File: config.mk
export PLATFORM = sky130hd
export DESIGN_NAME = xonxoff_flow
export DESIGN_NICKNAME = d
export VERILOG_FILES = /design/src/rtl/xonxoff_pkg.sv /design/src/rtl/xonxoff_ctrl.sv /design/src/rtl/xonxoff_dp.sv /design/src/rtl/xonxoff_flow.sv
export SDC_FILE = /design/constraint.sdc
export NUM_CORES = 1
export LEC_CHECK = 0
export BUFFER_PORTS_ARGS = -buffer_cell sky130_fd_sc_hd__buf_2
export CORE_UTILIZATION = 48
export DETAILED_ROUTE_END_ITERATION = 10
export GPL_TIMING_DRIVEN = 1
export PLACE_DENSITY = 0.82
export SLEW_MARGIN = 30
export SYNTH_ARGS = -nofsm -noshare
export SYNTH_HDL_FRONTEND = slang
export SYNTH_SLANG_ARGS = --single-unit
export TNS_END_PERCENT = 50
File: constraint.sdc
create_clock -name clk -period 5 [get_ports clk]
set_clock_uncertainty 0.05 [all_clocks]
set_input_delay 0.25 -clock clk [delete_from_list [all_inputs] [get_ports clk]]
set_output_delay 0.25 -clock clk [all_outputs]
set_load 0.01 [all_outputs]
File: src/rtl/xonxoff_pkg.sv
package xonxoff_pkg;
  localparam int CHAR_W = 8;
  localparam int ID_W   = 6;

  typedef enum logic [1:0] {
    SEQ_IDLE      = 2'd0,
    SEQ_ON_LEAD   = 2'd1,
    SEQ_OFF_LEAD  = 2'd2
  } seqState_t;

  // strobes from control to datapath
  typedef struct packed {
    logic rxPass;
    logic injLoad;
    logic injOff;
    logic injPair2;
    logic dataLoad;
  } dpStrobe_t;
endpackage

File: src/rtl/xonxoff_ctrl.sv
module xonxoff_ctrl
  import xonxoff_pkg::*;
#(
  parameter int CW = CHAR_W,
  parameter int IDW = ID_W,
  parameter logic [IDW-1:0] ID_FLOW = 6'h10,
  parameter logic [IDW-1:0] ID_NONE = 6'h01
) (
  input  logic           clk,
  input  logic           rstN,
  input  logic [CW-1:0]  xon1Code,
  input  logic [CW-1:0]  xon2Code,
  input  logic [CW-1:0]  xoff1Code,
  input  logic [CW-1:0]  xoff2Code,
  input  logic [3:0]     modeSel,
  input  logic           xonAny,
  input  logic           intEn,
  input  logic           irqAck,
  input  logic           rxValid,
  input  logic [CW-1:0]  rxData,
  input  logic           ctsIn,
  input  logic           dsrIn,
  input  logic           sendXon,
  input  logic           sendXoff,
  input  logic           shifterBusy,
  input  logic           txDataValid,
  output dpStrobe_t      strobe,
  output logic           txHold,
  output logic [3:0]     flowStatus,
  output logic           xonFlag,
  output logic           xonSent,
  output logic           irq,
  output logic [IDW-1:0] irqId
);
  localparam int NP = 2;

  logic [CW-1:0] onCode  [NP];
  logic [CW-1:0] offCode [NP];
  logic [NP-1:0] onHit, offHit, pairEn;

  assign onCode[0]  = xon1Code;
  assign onCode[1]  = xon2Code;
  assign offCode[0] = xoff1Code;
  assign offCode[1] = xoff2Code;

  genvar p;
  for (p = 0; p < NP; p++) begin : g_pair
    assign onHit[p]  = (rxData == onCode[p]);
    assign offHit[p] = (rxData == offCode[p]);
  end

  // ---------------- receive recognition ----------------
  logic [1:0] rxMode, txMode;
  logic       seqMode, singleOn, singleOff, seqOn, seqOff;
  logic       isOn, isOff, flowEvt, releaseEvt;
  seqState_t  seqSt;
  logic       holdXoff, irqPend;

  assign rxMode  = modeSel[1:0];
  assign txMode  = modeSel[3:2];
  assign pairEn  = {rxMode[0], rxMode[1]};
  assign seqMode = &rxMode;

  assign singleOff = ~seqMode & |(offHit & pairEn);
  assign singleOn  = ~seqMode & |(onHit & pairEn);
  assign seqOff    = seqMode & (seqSt == SEQ_OFF_LEAD) & offHit[1];
  assign seqOn     = seqMode & (seqSt == SEQ_ON_LEAD) & onHit[1];
  assign isOff     = singleOff | seqOff;
  assign isOn      = (singleOn | seqOn) & ~isOff;
  assign flowEvt   = rxValid & (isOff | isOn);
  assign releaseEvt = rxValid & ~isOff & (isOn | (xonAny & |rxMode));

  always_ff @(posedge clk or negedge rstN) begin
    if (!rstN) begin
      seqSt    <= SEQ_IDLE;
      holdXoff <= 1'b0;
      irqPend  <= 1'b0;
    end else begin
      if (!seqMode)
        seqSt <= SEQ_IDLE;
      else if (rxValid) begin
        if (seqOff | seqOn)  seqSt <= SEQ_IDLE;
        else if (offHit[0])  seqSt <= SEQ_OFF_LEAD;
        else if (onHit[0])   seqSt <= SEQ_ON_LEAD;
        else                 seqSt <= SEQ_IDLE;
      end

      if (rxValid & isOff)  holdXoff <= 1'b1;
      else if (releaseEvt)  holdXoff <= 1'b0;

      if (flowEvt & intEn)  irqPend <= 1'b1;
      else if (irqAck)      irqPend <= 1'b0;
    end
  end

  // ---------------- transmit injection ----------------
  logic txEn, reqValid, reqOff, reqStep, injLoad, lastInj;
  logic xoffSentQ, xonSentQ;

  assign txEn    = |txMode;
  assign injLoad = reqValid & txEn & ~shifterBusy;
  assign lastInj = injLoad & ~((txMode == 2'b11) & ~reqStep);

  always_ff @(posedge clk or negedge rstN) begin
    if (!rstN) begin
      reqValid  <= 1'b0;
      reqOff    <= 1'b0;
      reqStep   <= 1'b0;
      xoffSentQ <= 1'b0;
      xonSentQ  <= 1'b0;
    end else begin
      if (!txEn)
        reqValid <= 1'b0;
      else if (sendXoff | sendXon) begin
        reqValid <= 1'b1;
        reqOff   <= sendXoff;
        reqStep  <= 1'b0;
      end else if (injLoad) begin
        if (lastInj) reqValid <= 1'b0;
        else         reqStep  <= 1'b1;
      end

      if (lastInj) begin
        xoffSentQ <= reqOff;
        xonSentQ  <= ~reqOff;
      end
    end
  end

  // ---------------- outputs ----------------
  assign txHold     = holdXoff | ~ctsIn | ~dsrIn;
  assign flowStatus = {xoffSentQ, holdXoff, ~dsrIn, ~ctsIn};
  assign xonFlag    = ~holdXoff;
  assign xonSent    = xonSentQ;
  assign irq        = irqPend;
  assign irqId      = irqPend ? ID_FLOW : ID_NONE;

  always_comb begin
    strobe.rxPass   = rxValid & ~(isOff | isOn);
    strobe.injLoad  = injLoad;
    strobe.injOff   = reqOff;
    strobe.injPair2 = (txMode == 2'b01) | ((txMode == 2'b11) & reqStep);
    strobe.dataLoad = ~(reqValid & txEn) & ~shifterBusy & ~txHold & txDataValid;
  end

  // ---------------- assertions ----------------
  a_r13_idle_shifter: assert property (@(posedge clk) disable iff (!rstN)
    shifterBusy |-> (!strobe.injLoad && !strobe.dataLoad));
  a_r8_hold_blocks_data: assert property (@(posedge clk) disable iff (!rstN)
    txHold |-> !strobe.dataLoad);
  a_r12_no_inject_when_off: assert property (@(posedge clk) disable iff (!rstN)
    (txMode == 2'b00) |-> !strobe.injLoad);
  a_r14_sent_exclusive: assert property (@(posedge clk) disable iff (!rstN)
    !(xoffSentQ && xonSentQ));
  a_r4_off_mode_keeps_hold: assert property (@(posedge clk) disable iff (!rstN)
    (rxMode == 2'b00) |=> $stable(holdXoff));
  a_r2_hold_needs_char: assert property (@(posedge clk) disable iff (!rstN)
    !rxValid |=> $stable(holdXoff));
  a_r9_no_spurious_irq: assert property (@(posedge clk) disable iff (!rstN)
    (!rxValid && !irqPend) |=> !irqPend);
endmodule

File: src/rtl/xonxoff_dp.sv
module xonxoff_dp
  import xonxoff_pkg::*;
#(
  parameter int CW = CHAR_W
) (
  input  logic          clk,
  input  logic          rstN,
  input  dpStrobe_t     strobe,
  input  logic [CW-1:0] rxData,
  input  logic [CW-1:0] xon1Code,
  input  logic [CW-1:0] xon2Code,
  input  logic [CW-1:0] xoff1Code,
  input  logic [CW-1:0] xoff2Code,
  input  logic [CW-1:0] txData,
  output logic          rxOutValid,
  output logic [CW-1:0] rxOutData,
  output logic          txLoad,
  output logic [CW-1:0] txChar,
  output logic          txDataTake
);
  logic [CW-1:0] injChar;

  always_ff @(posedge clk or negedge rstN) begin
    if (!rstN) begin
      rxOutValid <= 1'b0;
      rxOutData  <= '0;
    end else begin
      rxOutValid <= strobe.rxPass;
      if (strobe.rxPass) rxOutData <= rxData;
    end
  end

  always_comb begin
    unique case ({strobe.injOff, strobe.injPair2})
      2'b00:   injChar = xon1Code;
      2'b01:   injChar = xon2Code;
      2'b10:   injChar = xoff1Code;
      default: injChar = xoff2Code;
    endcase
  end

  assign txLoad     = strobe.injLoad | strobe.dataLoad;
  assign txChar     = strobe.injLoad ? injChar : txData;
  assign txDataTake = strobe.dataLoad;

  a_r10_one_source: assert property (@(posedge clk) disable iff (!rstN)
    !(strobe.injLoad && strobe.dataLoad));
  a_r10_inj_is_code: assert property (@(posedge clk) disable iff (!rstN)
    (txLoad && !txDataTake) |->
      (txChar == xon1Code || txChar == xon2Code ||
       txChar == xoff1Code || txChar == xoff2Code));
endmodule

File: src/rtl/xonxoff_flow.sv
module xonxoff_flow
  import xonxoff_pkg::*;
#(
  parameter int CW = CHAR_W,
  parameter int IDW = ID_W,
  parameter logic [IDW-1:0] ID_FLOW = 6'h10,
  parameter logic [IDW-1:0] ID_NONE = 6'h01
) (
  input  logic           clk,
  input  logic           rstN,
  input  logic [CW-1:0]  xon1Code,
  input  logic [CW-1:0]  xon2Code,
  input  logic [CW-1:0]  xoff1Code,
  input  logic [CW-1:0]  xoff2Code,
  input  logic [3:0]     modeSel,
  input  logic           xonAny,
  input  logic           intEn,
  input  logic           irqAck,
  input  logic           rxValid,
  input  logic [CW-1:0]  rxData,
  output logic           rxOutValid,
  output logic [CW-1:0]  rxOutData,
  input  logic           ctsIn,
  input  logic           dsrIn,
  input  logic           sendXon,
  input  logic           sendXoff,
  input  logic           shifterBusy,
  input  logic           txDataValid,
  input  logic [CW-1:0]  txData,
  output logic           txDataTake,
  output logic           txLoad,
  output logic [CW-1:0]  txChar,
  output logic           txHold,
  output logic [3:0]     flowStatus,
  output logic           xonFlag,
  output logic           xonSent,
  output logic           irq,
  output logic [IDW-1:0] irqId
);
  dpStrobe_t strobe;

  xonxoff_ctrl #(.CW(CW), .IDW(IDW), .ID_FLOW(ID_FLOW), .ID_NONE(ID_NONE)) u_ctrl (
    .clk(clk), .rstN(rstN),
    .xon1Code(xon1Code), .xon2Code(xon2Code),
    .xoff1Code(xoff1Code), .xoff2Code(xoff2Code),
    .modeSel(modeSel), .xonAny(xonAny), .intEn(intEn), .irqAck(irqAck),
    .rxValid(rxValid), .rxData(rxData), .ctsIn(ctsIn), .dsrIn(dsrIn),
    .sendXon(sendXon), .sendXoff(sendXoff), .shifterBusy(shifterBusy),
    .txDataValid(txDataValid), .strobe(strobe), .txHold(txHold),
    .flowStatus(flowStatus), .xonFlag(xonFlag), .xonSent(xonSent),
    .irq(irq), .irqId(irqId)
  );

  xonxoff_dp #(.CW(CW)) u_dp (
    .clk(clk), .rstN(rstN), .strobe(strobe), .rxData(rxData),
    .xon1Code(xon1Code), .xon2Code(xon2Code),
    .xoff1Code(xoff1Code), .xoff2Code(xoff2Code),
    .txData(txData), .rxOutValid(rxOutValid), .rxOutData(rxOutData),
    .txLoad(txLoad), .txChar(txChar), .txDataTake(txDataTake)
  );

  a_r7_out_needs_input: assert property (@(posedge clk) disable iff (!rstN)
    rxOutValid |-> $past(rxValid));
  a_r9_id_tracks_irq: assert property (@(posedge clk) disable iff (!rstN)
    irqId == (irq ? ID_FLOW : ID_NONE));
endmodule

==> metrics <==
aggregate global routing overflow 0; Net Switching 138 uW; FFs w/ async S/R, synth 100%; clock sinks 18; CTS Root Buffer Type clkbuf_4; drt total wl approximately 4100 um; CTS clk-pin slew, worst paths 0.10 ns; post-route setup TNS 0 ns; number of synthesized flops with an enable pin 0; Worst Hold Margin around 0.082 ns; die width roughly 60 um; CTS H-tree depth 1; Power Dens Cells 198 nW/um^2; synthesized flop and latch total 18; Rows 21; Seq pwr share 41.2%; Fin. Hold Viols 0; logic gate share of total power 41.7%; CP arrival 2.09 ns; Lkg Pwr 0.000966 uW; Reg2Reg Launch Point u_ctrl.seqSt[1]; crit end category output port; Vias per Instance ~5.2; syn avg cell area roughly 10 um^2; top cells by area, synth dfrtp_1 27%, xnor2_1 16%, mux4_2 11%, mux2_4 7.1%, mux2_2 6.0%; RSZ-0062 raised after global routing false; slew at the pin with the worst max-slew slack about 0.6 ns; die area 3780 um^2; placed instance area 2090 um^2; number of cells on the worst hold path 2; synthesized instance count 165; Crit Path Category flip-flop to output port; Int Power 282 uW; reg-to-reg critical path endpoint u_dp.rxOutData[4]; TritonCTS Buffers 3; total number of vias 1524; number of max-cap violations 0; area leader, netlist dfrtp_1; die height between 60 and 70 um; placer congestion estimate 0.813; worst min path class input port to flip-flop; CTS tree yes; starting density of the core 50.5%; mapped cell area approximately 1700 um^2; most common cell in the synthesized netlist xnor2_1; Slew Viols, Final 0; layout cells sized above 1 52.0%; Layout area overhead 24.7%; Worst VDD drop 0.000139 V; Clock Latency Late Sink 0.29 ns; Tmin final ~2.4 ns; DRC 0; r2r worst-path depth 6; endpoints failing setup 0; fin area 2120 um^2; total power 420 uW; initial antenna violation count 0; global-route wire length before repair 6260 um; slew margin rel. 60.3%; Post-DRT Antenna Nets 0; min-delay src irqAck; Fmax around 420 MHz; core area 3360 um^2; WHS Endpoint u_ctrl.irq; post-DP HPWL approximately 3400 um; top post-synthesis cells by count 32 x xnor2_1, 18 x dfrtp_1, 11 x buf_4; vias in the first global route 1397; largest net degree at the start of global routing 19; maximum root-to-sink buffer count 2; total global-route track usage a little under a quarter; Tcrit/Tclk final 47.8%; nets 312; n_diodes 0; Synth Flop Type dfrtp_1; status finished clean; io pins 97; register area share after synthesis between 20% and 30%; wire length per cell 14.0 um; clock share of power 17.1%; CP Max Fanout 8; flop2flop setup slack roughly 3.3 ns; sw frac 32.9%; I/O Buffers between 90 and 100; post-synth top area share 26.5%; DR pass1 iterations 4; Worst Path Required ~4.7 ns; Unique masters post-synth 34; Setup crit start kind flip-flop; Starting DRT DRC Count 65; YS warnings 0
==> sequential cells by signal (all words and copies together) (netlist names) <==
| signal | count |
|---|---|
| u_dp.rxOutData | 8 |
| u_ctrl.seqSt | 2 |
| u_ctrl.holdXoff | 1 |
| u_ctrl.irq | 1 |
| u_ctrl.reqOff | 1 |
| u_ctrl.reqStep | 1 |
| u_ctrl.reqValid | 1 |
| u_ctrl.xoffSentQ | 1 |
| u_ctrl.xonSent | 1 |
| u_dp.rxOutValid | 1 |
==> what timing repair did <==
item                      CTS  global route
setup buffers               0             0
hold endpoints to repair   18             0
resized for setup           0             0
hold buffers                1             0
==> layout make-up <==
class                      count  area, um^2
fill                         318        1240
timing repair buffer          93         470
clock buffer                   3        22.5
sequential                    18         450
tap                           46        57.6
inverter                      10        37.5
multi-input combinational    122        1080
==> cell usage in the layout, fill, tap and decap left out, types with 8 or more instances in the layout <==
cell type	synthesis	layout
mux2_2	9	9
inv_1	10	10
xnor2_1	32	32
dfrtp_1	18	18
buf_2	3	92
nand4_1	10	10
mux2_4	8	8
o21ai_0	9	9
mux4_2	8	8
==> cell families after synthesis <==
kind of cell | share of synthesized area (%)
AO/OA/AOI/OAI | 9.13
XOR/XNOR | 16.5
buffers and inverters | 10.6
flip-flops | 26.5
multiplexers | 24.2
other | 0.221
AND/OR/NAND/NOR | 12.8
==> metal layers <==
layer / wire, um / global-route usage [%] / vias up / part of all wire, %
li1: - / - / 731 / -
met1: 1670 / 29.4 / 704 / 41
met2: 1990 / 39.9 / 83 / 49
met3: 369 / 5.25 / 6 / 9.0
met4: 61 / 7.30 / 0 / 1.5
met5: 0 / 0 / - / 0
==> per-stage QoR <==
| step | utilization (%) | instances | setup slack (ns) |
|---|---|---|---|
| after global placement | 62.0 | 288 | 2.86 |
| after detailed placement | 62.0 | 288 | 2.84 |
| after CTS | 63.0 | 292 | 2.59 |
| after floorplan | - | 168 | 3.18 |
| after global routing | 63.0 | 292 | 2.51 |
| final | 63.0 | 292 | 2.61 |
==> worst max-delay path by stage <==
stage                   start   endpoint  slack [ns]  cells past startpoint
3_3_place_gp       modeSel[3]  txChar[7]        2.86                      6
4_1_cts        u_ctrl.reqStep  txChar[7]        2.59                      4
2_1_floorplan  u_ctrl.reqStep  txChar[7]        3.18                      3
3_5_place_dp       modeSel[3]  txChar[7]        2.84                      6
6_report       u_ctrl.reqStep  txChar[7]        2.61                      4
5_1_grt        u_ctrl.reqStep  txChar[7]        2.51                      4
==> critical path, cell delays in order (launching register included) <==
cell	delay [ns]
dfrtp_1	0.43
o21ai_2	0.40
mux4_2	0.57
mux2_2	0.27
buf_2	0.13
==> power by group through the flow <==
stage                     sequential, uW  combinational [uW]  clock [uW]
after global routing                 176                 194        80.3
after floorplan                      176                 117           0
after detailed placement             176                 176           0
after CTS                            173                 177        75.8
final                                173                 175        72.0
after global placement               176                 173           0
No activity file was read; power rests on OpenSTA's default activity.
